$ cat src/rtl/wpk_pkg.sv
package wpk_pkg;
  typedef enum logic [1:0] {
    ST_LOCKED = 2'd0,
    ST_HALF   = 2'd1,
    ST_OPEN   = 2'd2
  } seq_st_e;

  typedef enum logic [1:0] {
    CLS_PROT = 2'd0,
    CLS_KEY  = 2'd1,
    CLS_STAT = 2'd2,
    CLS_FREE = 2'd3
  } addr_cls_e;
endpackage

$ cat src/rtl/wpk_addr_dec.sv
module wpk_addr_dec
  import wpk_pkg::*;
#(
  parameter int AW        = 6,
  parameter int KEY_ADDR  = 9,
  parameter int STAT_ADDR = 3,
  parameter int TAMP_ADDR = 16,
  parameter int BKP_BASE  = 20,
  parameter int BKP_NUM   = 20
) (
  input  logic [AW-1:0] addr_i,
  output addr_cls_e     cls_o
);
  localparam int BKP_LAST = BKP_BASE + BKP_NUM - 1;

  logic bkp_hit;

  generate
    if (BKP_NUM > 0) begin : g_bkp
      always_comb bkp_hit = (int'(addr_i) >= BKP_BASE) && (int'(addr_i) <= BKP_LAST);
    end else begin : g_no_bkp
      always_comb bkp_hit = 1'b0;
    end
  endgenerate

  always_comb begin
    if (int'(addr_i) == KEY_ADDR)                   cls_o = CLS_KEY;
    else if (int'(addr_i) == STAT_ADDR)             cls_o = CLS_STAT;
    else if (int'(addr_i) == TAMP_ADDR || bkp_hit)  cls_o = CLS_FREE;
    else                                            cls_o = CLS_PROT;
  end
endmodule

$ cat src/rtl/wpk_seq_fsm.sv
module wpk_seq_fsm
  import wpk_pkg::*;
#(
  parameter int          KEY_W = 8,
  parameter logic [7:0]  KEY1  = 8'hCA,
  parameter logic [7:0]  KEY2  = 8'h53
) (
  input  logic             clk_i,
  input  logic             rst_ni,
  input  logic             key_wr_i,
  input  logic [KEY_W-1:0] key_i,
  output logic             open_o
);
  localparam logic [KEY_W-1:0] K1 = KEY_W'(KEY1);
  localparam logic [KEY_W-1:0] K2 = KEY_W'(KEY2);

  seq_st_e st_q, st_d;

  always_comb begin
    st_d = st_q;
    if (key_wr_i) begin
      unique case (st_q)
        ST_HALF: st_d = (key_i == K2) ? ST_OPEN : ST_LOCKED;
        default: st_d = (key_i == K1) ? ST_HALF : ST_LOCKED;  // open: any key relocks
      endcase
    end
  end

  always_ff @(posedge clk_i or negedge rst_ni) begin
    if (!rst_ni) st_q <= ST_LOCKED;
    else         st_q <= st_d;
  end

  assign open_o = (st_q == ST_OPEN);


  open_needs_key2_chk: assert property (@(posedge clk_i) disable iff (!rst_ni)
    $rose(open_o) |-> $past(key_wr_i && key_i == K2));

  open_holds_chk: assert property (@(posedge clk_i) disable iff (!rst_ni)
    (open_o && !key_wr_i) |=> open_o);

  key_relocks_chk: assert property (@(posedge clk_i) disable iff (!rst_ni)
    (open_o && key_wr_i) |=> !open_o);

  bad_second_chk: assert property (@(posedge clk_i) disable iff (!rst_ni)
    (st_q == ST_HALF && key_wr_i && key_i != K2) |=> st_q == ST_LOCKED);
endmodule

$ cat src/rtl/wp_key_gate.sv
module wp_key_gate
  import wpk_pkg::*;
#(
  parameter int          AW            = 6,
  parameter int          DW            = 32,
  parameter int          KEY_W         = 8,
  parameter logic [7:0]  KEY1          = 8'hCA,
  parameter logic [7:0]  KEY2          = 8'h53,
  parameter int          KEY_ADDR      = 9,
  parameter int          STAT_ADDR     = 3,
  parameter int          TAMP_ADDR     = 16,
  parameter int          BKP_BASE      = 20,
  parameter int          BKP_NUM       = 20,
  parameter logic [31:0] STAT_FREE_MSK = 32'h0000_3F00
) (
  input  logic          clk_i,
  input  logic          rst_ni,
  input  logic          wr_en_i,
  input  logic [AW-1:0] wr_addr_i,
  input  logic [DW-1:0] wr_data_i,
  input  logic [AW-1:0] rd_addr_i,
  input  logic [DW-1:0] rd_data_i,
  output logic          wr_en_o,
  output logic [DW-1:0] wr_mask_o,
  output logic [DW-1:0] rd_data_o,
  output logic          wr_allow_o
);
  localparam logic [DW-1:0] FULL_MSK = '1;
  localparam logic [DW-1:0] STAT_MSK = DW'(STAT_FREE_MSK);

  addr_cls_e wr_cls, rd_cls;
  logic      open;

  wpk_addr_dec #(
    .AW(AW), .KEY_ADDR(KEY_ADDR), .STAT_ADDR(STAT_ADDR),
    .TAMP_ADDR(TAMP_ADDR), .BKP_BASE(BKP_BASE), .BKP_NUM(BKP_NUM)
  ) u_wr_dec (.addr_i(wr_addr_i), .cls_o(wr_cls));

  wpk_addr_dec #(
    .AW(AW), .KEY_ADDR(KEY_ADDR), .STAT_ADDR(STAT_ADDR),
    .TAMP_ADDR(TAMP_ADDR), .BKP_BASE(BKP_BASE), .BKP_NUM(BKP_NUM)
  ) u_rd_dec (.addr_i(rd_addr_i), .cls_o(rd_cls));

  wpk_seq_fsm #(.KEY_W(KEY_W), .KEY1(KEY1), .KEY2(KEY2)) u_fsm (
    .clk_i    (clk_i),
    .rst_ni   (rst_ni),
    .key_wr_i (wr_en_i && wr_cls == CLS_KEY),
    .key_i    (wr_data_i[KEY_W-1:0]),
    .open_o   (open)
  );

  always_comb begin
    wr_en_o   = 1'b0;
    wr_mask_o = '0;
    if (wr_en_i) begin
      unique case (wr_cls)
        CLS_KEY: ;
        CLS_FREE: begin
          wr_en_o   = 1'b1;
          wr_mask_o = FULL_MSK;
        end
        CLS_STAT: begin
          wr_en_o   = 1'b1;
          wr_mask_o = open ? FULL_MSK : STAT_MSK;
        end
        default: begin
          wr_en_o   = open;
          wr_mask_o = open ? FULL_MSK : '0;
        end
      endcase
    end
  end

  assign rd_data_o  = (rd_cls == CLS_KEY) ? '0 : rd_data_i;
  assign wr_allow_o = open;


  key_not_fwd_chk: assert property (@(posedge clk_i) disable iff (!rst_ni)
    (wr_en_i && int'(wr_addr_i) == KEY_ADDR) |-> !wr_en_o);

  stat_locked_msk_chk: assert property (@(posedge clk_i) disable iff (!rst_ni)
    (wr_en_o && int'(wr_addr_i) == STAT_ADDR && (wr_mask_o & ~STAT_MSK) != '0) |-> wr_allow_o);

  key_rd_zero_chk: assert property (@(posedge clk_i) disable iff (!rst_ni)
    (int'(rd_addr_i) == KEY_ADDR) |-> rd_data_o == '0);

  free_fwd_chk: assert property (@(posedge clk_i) disable iff (!rst_ni)
    (wr_en_i && int'(wr_addr_i) == TAMP_ADDR) |-> (wr_en_o && wr_mask_o == FULL_MSK));
endmodule

$ cat config.mk
export PLATFORM = sky130hd
export DESIGN_NAME = wp_key_gate
export DESIGN_NICKNAME = d
export VERILOG_FILES = /design/src/rtl/wpk_pkg.sv /design/src/rtl/wpk_addr_dec.sv /design/src/rtl/wpk_seq_fsm.sv /design/src/rtl/wp_key_gate.sv
export SDC_FILE = /design/constraint.sdc
export NUM_CORES = 1
export LEC_CHECK = 0
export BUFFER_PORTS_ARGS = -buffer_cell sky130_fd_sc_hd__buf_2
export CORE_AREA = 2 2 57 59
export DETAILED_ROUTE_END_ITERATION = 8
export DIE_AREA = 0 0 59 61
export PLACE_DENSITY_LB_ADDON = 0.1
export SLEW_MARGIN = 20
export SYNTH_ARGS = -nofsm -noshare
export SYNTH_HDL_FRONTEND = slang
export SYNTH_SLANG_ARGS = --single-unit
$ cat constraint.sdc
create_clock -name clk_i -period 4.7 [get_ports clk_i]
set_input_delay 0.94 -clock clk_i [delete_from_list [all_inputs] [get_ports clk_i]]
set_output_delay 0.94 -clock clk_i [all_outputs]
set_load 0.01 [all_outputs]
# After elaboration in Yosys (flattened, before gate mapping)
# Cells that the tools add are included.
# W data, S select, Z words.
# classes
n_reduce_logical,6
n_lt_le_gt_ge,4
n_eq_ne,14
mux,16
# op_table
operator,n
$mux W32,4
$pmux W32 S3,1
$mux W2,8
$eq A6 B3 Y1 const B,2
$eq A6 B5 Y1 const B,2
$eq A6 B6 Y1 const B,2
$ge A6 B5 Y1 const B,2
$le A6 B6 Y1 const B,2
$eq A8 B7 Y1 const B,1
$eq A8 B8 Y1 const B,1
$eq A2 B1 Y1 const B,3
$eq A2 B2 Y1 const B,3
$logic_and A1 B1 Y1,3
$logic_or A1 B1 Y1,2
$mux W1,2
$pmux W1 S2,1
$reduce_or A2 Y1,1
# word_totals
register_bits,2
out_inout_bits,66
elab_cells,41
input_bits,79

# Depth between registers and ports, before layout
# logic_depth
word_depth,10
mapped_depth,5
mapped_depth_nobuf,4

# Cells and area by module
# Synthesis repeated with hierarchy kept, for this count alone.
# unflattened
hier_cells,109
area_unflattened_um2,830.8
# modules_own_cells
mod,area_per_inst_um2,cells_per_inst,instances,seq_area_each_um2
wp_key_gate,571.8,72,1,0.0
wpk_addr_dec,70.1,12,2,0.0
wpk_seq_fsm,118.9,13,1,50.0

# Least setup slack after synthesis
# Ideal clock, no wire load.
# synth_timing
path_type,input to output
from,input wr_addr_i[0]
to,output wr_mask_o[14]
t_arrival_ps,2086
path_slack_ps,1674
cell_stages,5
path_buffers,1
t_required_ps,3760
path_cell_list,nor2_1 o311ai_0 nand2_1 and3_1 buf_4
# synth_between
elab_chain_len,9
elab_cells_between_ends,15
classes_between,order compare: 2; eq/ne: 6; mux: 5; reduce/logical: 2
# synth_lines
item,line,rtl
"start, declared",wp_key_gate.sv:19,"input logic [AW-1:0] wr_addr_i,"
$ge A6 B5 Y1 / $le A6 B6 Y1 (equally long branches),wpk_addr_dec.sv:20,always_comb bkp_hit = (int'(addr_i) >= BKP_BASE) && (int'(addr_i) <= BKP_LAST);
$logic_and A1 B1 Y1,wpk_addr_dec.sv:20,
$logic_or A1 B1 Y1,wpk_addr_dec.sv:29,else if (int'(addr_i) == TAMP_ADDR || bkp_hit) cls_o = CLS_FREE;
$mux W2,wpk_addr_dec.sv:29,
$mux W2,wpk_addr_dec.sv:28,else if (int'(addr_i) == STAT_ADDR) cls_o = CLS_STAT;
$mux W2 *,wpk_addr_dec.sv:27,if (int'(addr_i) == KEY_ADDR) cls_o = CLS_KEY;
$eq A2 B2 Y1 / $eq A2 B1 Y1 (equally long branches),wp_key_gate.sv:56,unique case (wr_cls)
$pmux W32 S3 *,wp_key_gate.sv:56,
$mux W32 *,wp_key_gate.sv:55,if (wr_en_i) begin
"end, declared",wp_key_gate.sv:24,"output logic [DW-1:0] wr_mask_o,"
# Every way passes the cells marked *; elsewhere a longest branch is shown, timed or not.

# Final worst setup path
# layout_timing
from,input rd_addr_i[4]
to,output rd_data_o[9]
# layout_between
elab_chain_len,8
elab_cells_between_ends,12
classes_between,order compare: 2; eq/ne: 4; mux: 4; reduce/logical: 2
# layout_lines
item,line,rtl
"start, declared",wp_key_gate.sv:21,"input logic [AW-1:0] rd_addr_i,"
$ge A6 B5 Y1 / $le A6 B6 Y1 (equally long branches),wpk_addr_dec.sv:20,
$logic_and A1 B1 Y1,wpk_addr_dec.sv:20,
$logic_or A1 B1 Y1,wpk_addr_dec.sv:29,
$mux W2,wpk_addr_dec.sv:29,
$mux W2,wpk_addr_dec.sv:28,
$mux W2 *,wpk_addr_dec.sv:27,
$eq A2 B1 Y1 *,wp_key_gate.sv:74,assign rd_data_o = (rd_cls == CLS_KEY) ? '0 : rd_data_i;
$mux W32 *,wp_key_gate.sv:74,
"end, declared",wp_key_gate.sv:25,"output logic [DW-1:0] rd_data_o,"
# Marks and branches as above.

==> impl_metrics.toml <==
[run_status]
run_status = "completed"

[critical_path]
end_kind = "output port"
worst_ep_required_time_ps = 3760
worst-endpoint-arrival_ps = 2480
r2r_start = "u_fsm.st_q[1]"
timing.critical_path.fanout_max = 32
r2r_cells = 2
timing.reg2reg.setup_slack_ps = 3830
crit_type = "input port to output port"
critPathLaunchType = "input port"
endpoint_of_the_worst_slack_reg_to_reg_timing_path = "u_fsm.st_q[1]"

[routing]
drc_errors = 0
number_of_drc_markers_in_iteration_0 = 10
route.final.wire_length_um = 2260
drtPass1Iterations = 4
dr_total_vias = 924
drt.antenna.violating_nets = 0
avgViaCountPerCell = 4.24
avgRoutedWirePerCell_um = 10.4

[final_layout]
largest-register = "u_fsm.st_q"
area_growth_syn_to_layout_pct = 60.8
reg.largest.list = "u_fsm.st_q (2)"
share_of_post_route_cells_with_drive_strength_above_1 = 0.681
n_antenna_cell = 0
final_util = 0.377
largest_reg_flops = 2
final_nets = 266

[logic_synthesis]
yosys_register_bits = 2
dominant_combinational_cell_family_by_area_after_synthesis = "simple AND/OR/NAND/NOR gates"
synth-compound-area-share = 0.0597
synth_seq_area_share = 0.0723
netlist-cell-type-count = 22
synth_fa_ha_area_frac = 0
yosys.area_share.simple = 0.510
synth_area_sq_um = 692
synthesized_nets = 175
synth-xor-area-share = 0
number_of_synthesis_warnings = 0
synth.area.mux_share = 0
syn_area_per_cell_sq_um = 7.21
syn_inst = 96

[timing]
fin_tns_setup_ps = 0
timing_hold_violations_final = 0
unrepaired_setup_endpoints_after_global_routing = "false"
timing.slew.headroom = 0.481
fmax_mhz = 292
skew_ps = 2.19
final-max-slew-violation-count = 0
max_slew.worst_pin.slew_ps = 777
post-route-min-period_ps = 3420
min_period_over_period = 0.728
finalSetupViolCount = 0

[floorplanning]
die_x_um = 59
core_sq_um = 2950
num_rows = 20
die_height_um = 61
fp.dieArea_sq_um = 3600
starting_density_of_the_core = 0.234
ioPinCount = 145

[clocking]
worst_setup_hold_path_clk_slew_ps = 30
numCtsBuffers = 3
htree_levels = 1
cts-hold-fix-buffers = 0
clk-insertion-delay-late_ps = 220
cts_tree = "built"
cts_root_buffer = "clkbuf_4"
cts.sink_count = 2
clock_tree.buffer_depth = 2
post_cts_resize_count = 0
postCtsSetupRepairBufs = 0

[placed_design]
placement.io_buffers = 120
gp_routability_congestion = 0.691
post-dp-hpwl_um = 2020

[grt]
via_count_of_the_first_global_routing_pass = 719
grt_remaining_overflow = 0
global_route_usage_over_all_layers = 0.106
grt_start_max_net_pins = 33
grt_pass1_wl_um = 2950
initial_antenna_violation_count = 0

[pwr]
power_per_cell_area_nw_per_um2 = 133
vdd_ir_drop_max_mv = 0.111
p_leak_nw = 0.700

[run]
cap_viol_max_count = 0

[min_path]
min_path_type = "input port to async pin"
## critical path: stages
cell and delay, ps:
buf_2 90, nor4b_1 300, nand3b_1 590, and2_1 400
buf_2 150
## stage by stage
step | area [sq um] | worst slack (ps) | power [mW] | hold WS, ps | instances
detailed placement | 1090 | 1240 | 0.112 | 501 | 215
finish | 1110 | 1280 | 0.148 | 498 | 218
global route | 1110 | 1110 | 0.164 | 476 | 218
global placement | 1090 | 1330 | 0.112 | 494 | 215
CTS | 1110 | 1240 | 0.152 | 489 | 218
floorplan | 692 | 1670 | 0.0793 | 453 | 96
## per-layer routing
| layer | track usage | wire (um) | up-vias |
|---|---|---|---|
| met4 | 0.0292 | 0 | 0 |
| li1 | - | - | 459 |
| met2 | 0.233 | 1330 | 61 |
| met1 | 0.0940 | 637 | 404 |
| met3 | 0.0235 | 292 | 0 |
| met5 | 0 | 0 | - |
## layout by cell type (no fill, tap or decap), drive strengths merged
| cell | count |
|---|---|
| dfrtp | 2 |
| and3 | 1 |
| a31oi | 1 |
| and2 | 32 |
| nand2b | 2 |
| o21ai | 1 |
| a31o | 1 |
| nor4bb | 3 |
| buf | 120 |
| nor2 | 2 |
| nand3 | 1 |
| nor2b | 1 |
| nor4b | 2 |
| clkbuf | 3 |
| nand4b | 1 |
| a21oi | 1 |
| nand2 | 6 |
| o31ai | 1 |
| nand3b | 2 |
| o311ai | 1 |
| inv | 1 |
## cell usage after synthesis
cell | count | area (sq um)
and2_1 | 32 | 200
buf_4 | 31 | 233
nand2_1 | 6 | 22.5
clkbuf_1 | 3 | 11.3
nor4bb_1 | 3 | 30.0
dfrtp_1 | 2 | 50.1
nand2b_1 | 2 | 12.5
nand3b_1 | 2 | 15.0
nor2_1 | 2 | 7.51
a21oi_1 | 1 | 5.00
a31o_2 | 1 | 8.76
a31oi_1 | 1 | 6.26
and3_1 | 1 | 6.26
inv_1 | 1 | 3.75
nand3_1 | 1 | 5.00
nand4b_2 | 1 | 15.0
nor2b_1 | 1 | 6.26
nor4b_1 | 1 | 8.76
nor4b_4 | 1 | 23.8
o21ai_0 | 1 | 5.00
o311ai_0 | 1 | 8.76
o31ai_1 | 1 | 7.51
## report_power, final
group / internal (mW) / switching [mW]
logic: 0.0483 / 0.0449
registers: 0.0174 / 0.0000127
clock network: 0.0281 / 0.00922
total: 0.0938 / 0.0542
## worst max-delay path by stage
stage | startpoint | to | slack [ps] | cells past startpoint
6_report | rd_addr_i[4] | rd_data_o[9] | 1280 | 5
3_5_place_dp | rd_addr_i[4] | rd_data_o[9] | 1240 | 5
4_1_cts | rd_addr_i[4] | rd_data_o[9] | 1240 | 5
3_3_place_gp | rd_addr_i[4] | rd_data_o[9] | 1330 | 5
5_1_grt | rd_addr_i[4] | rd_data_o[5] | 1110 | 5
2_1_floorplan | wr_addr_i[0] | wr_mask_o[14] | 1670 | 5
## final cells by class
cell class	count	area, sq um
fill	313	1840
timing repair buffer	120	601
multi-input combinational	59	394
sequential	2	50.0
tap	33	41.3
clock buffer	3	22.5
inverter	1	3.75
## cells by family after synthesis
logic type	after synthesis
and+or+nand+nor	53
buffers and inverters	35
AOI/OAI and AO/OA	6
DFF	2
Power figures use the tool's default switching activity.
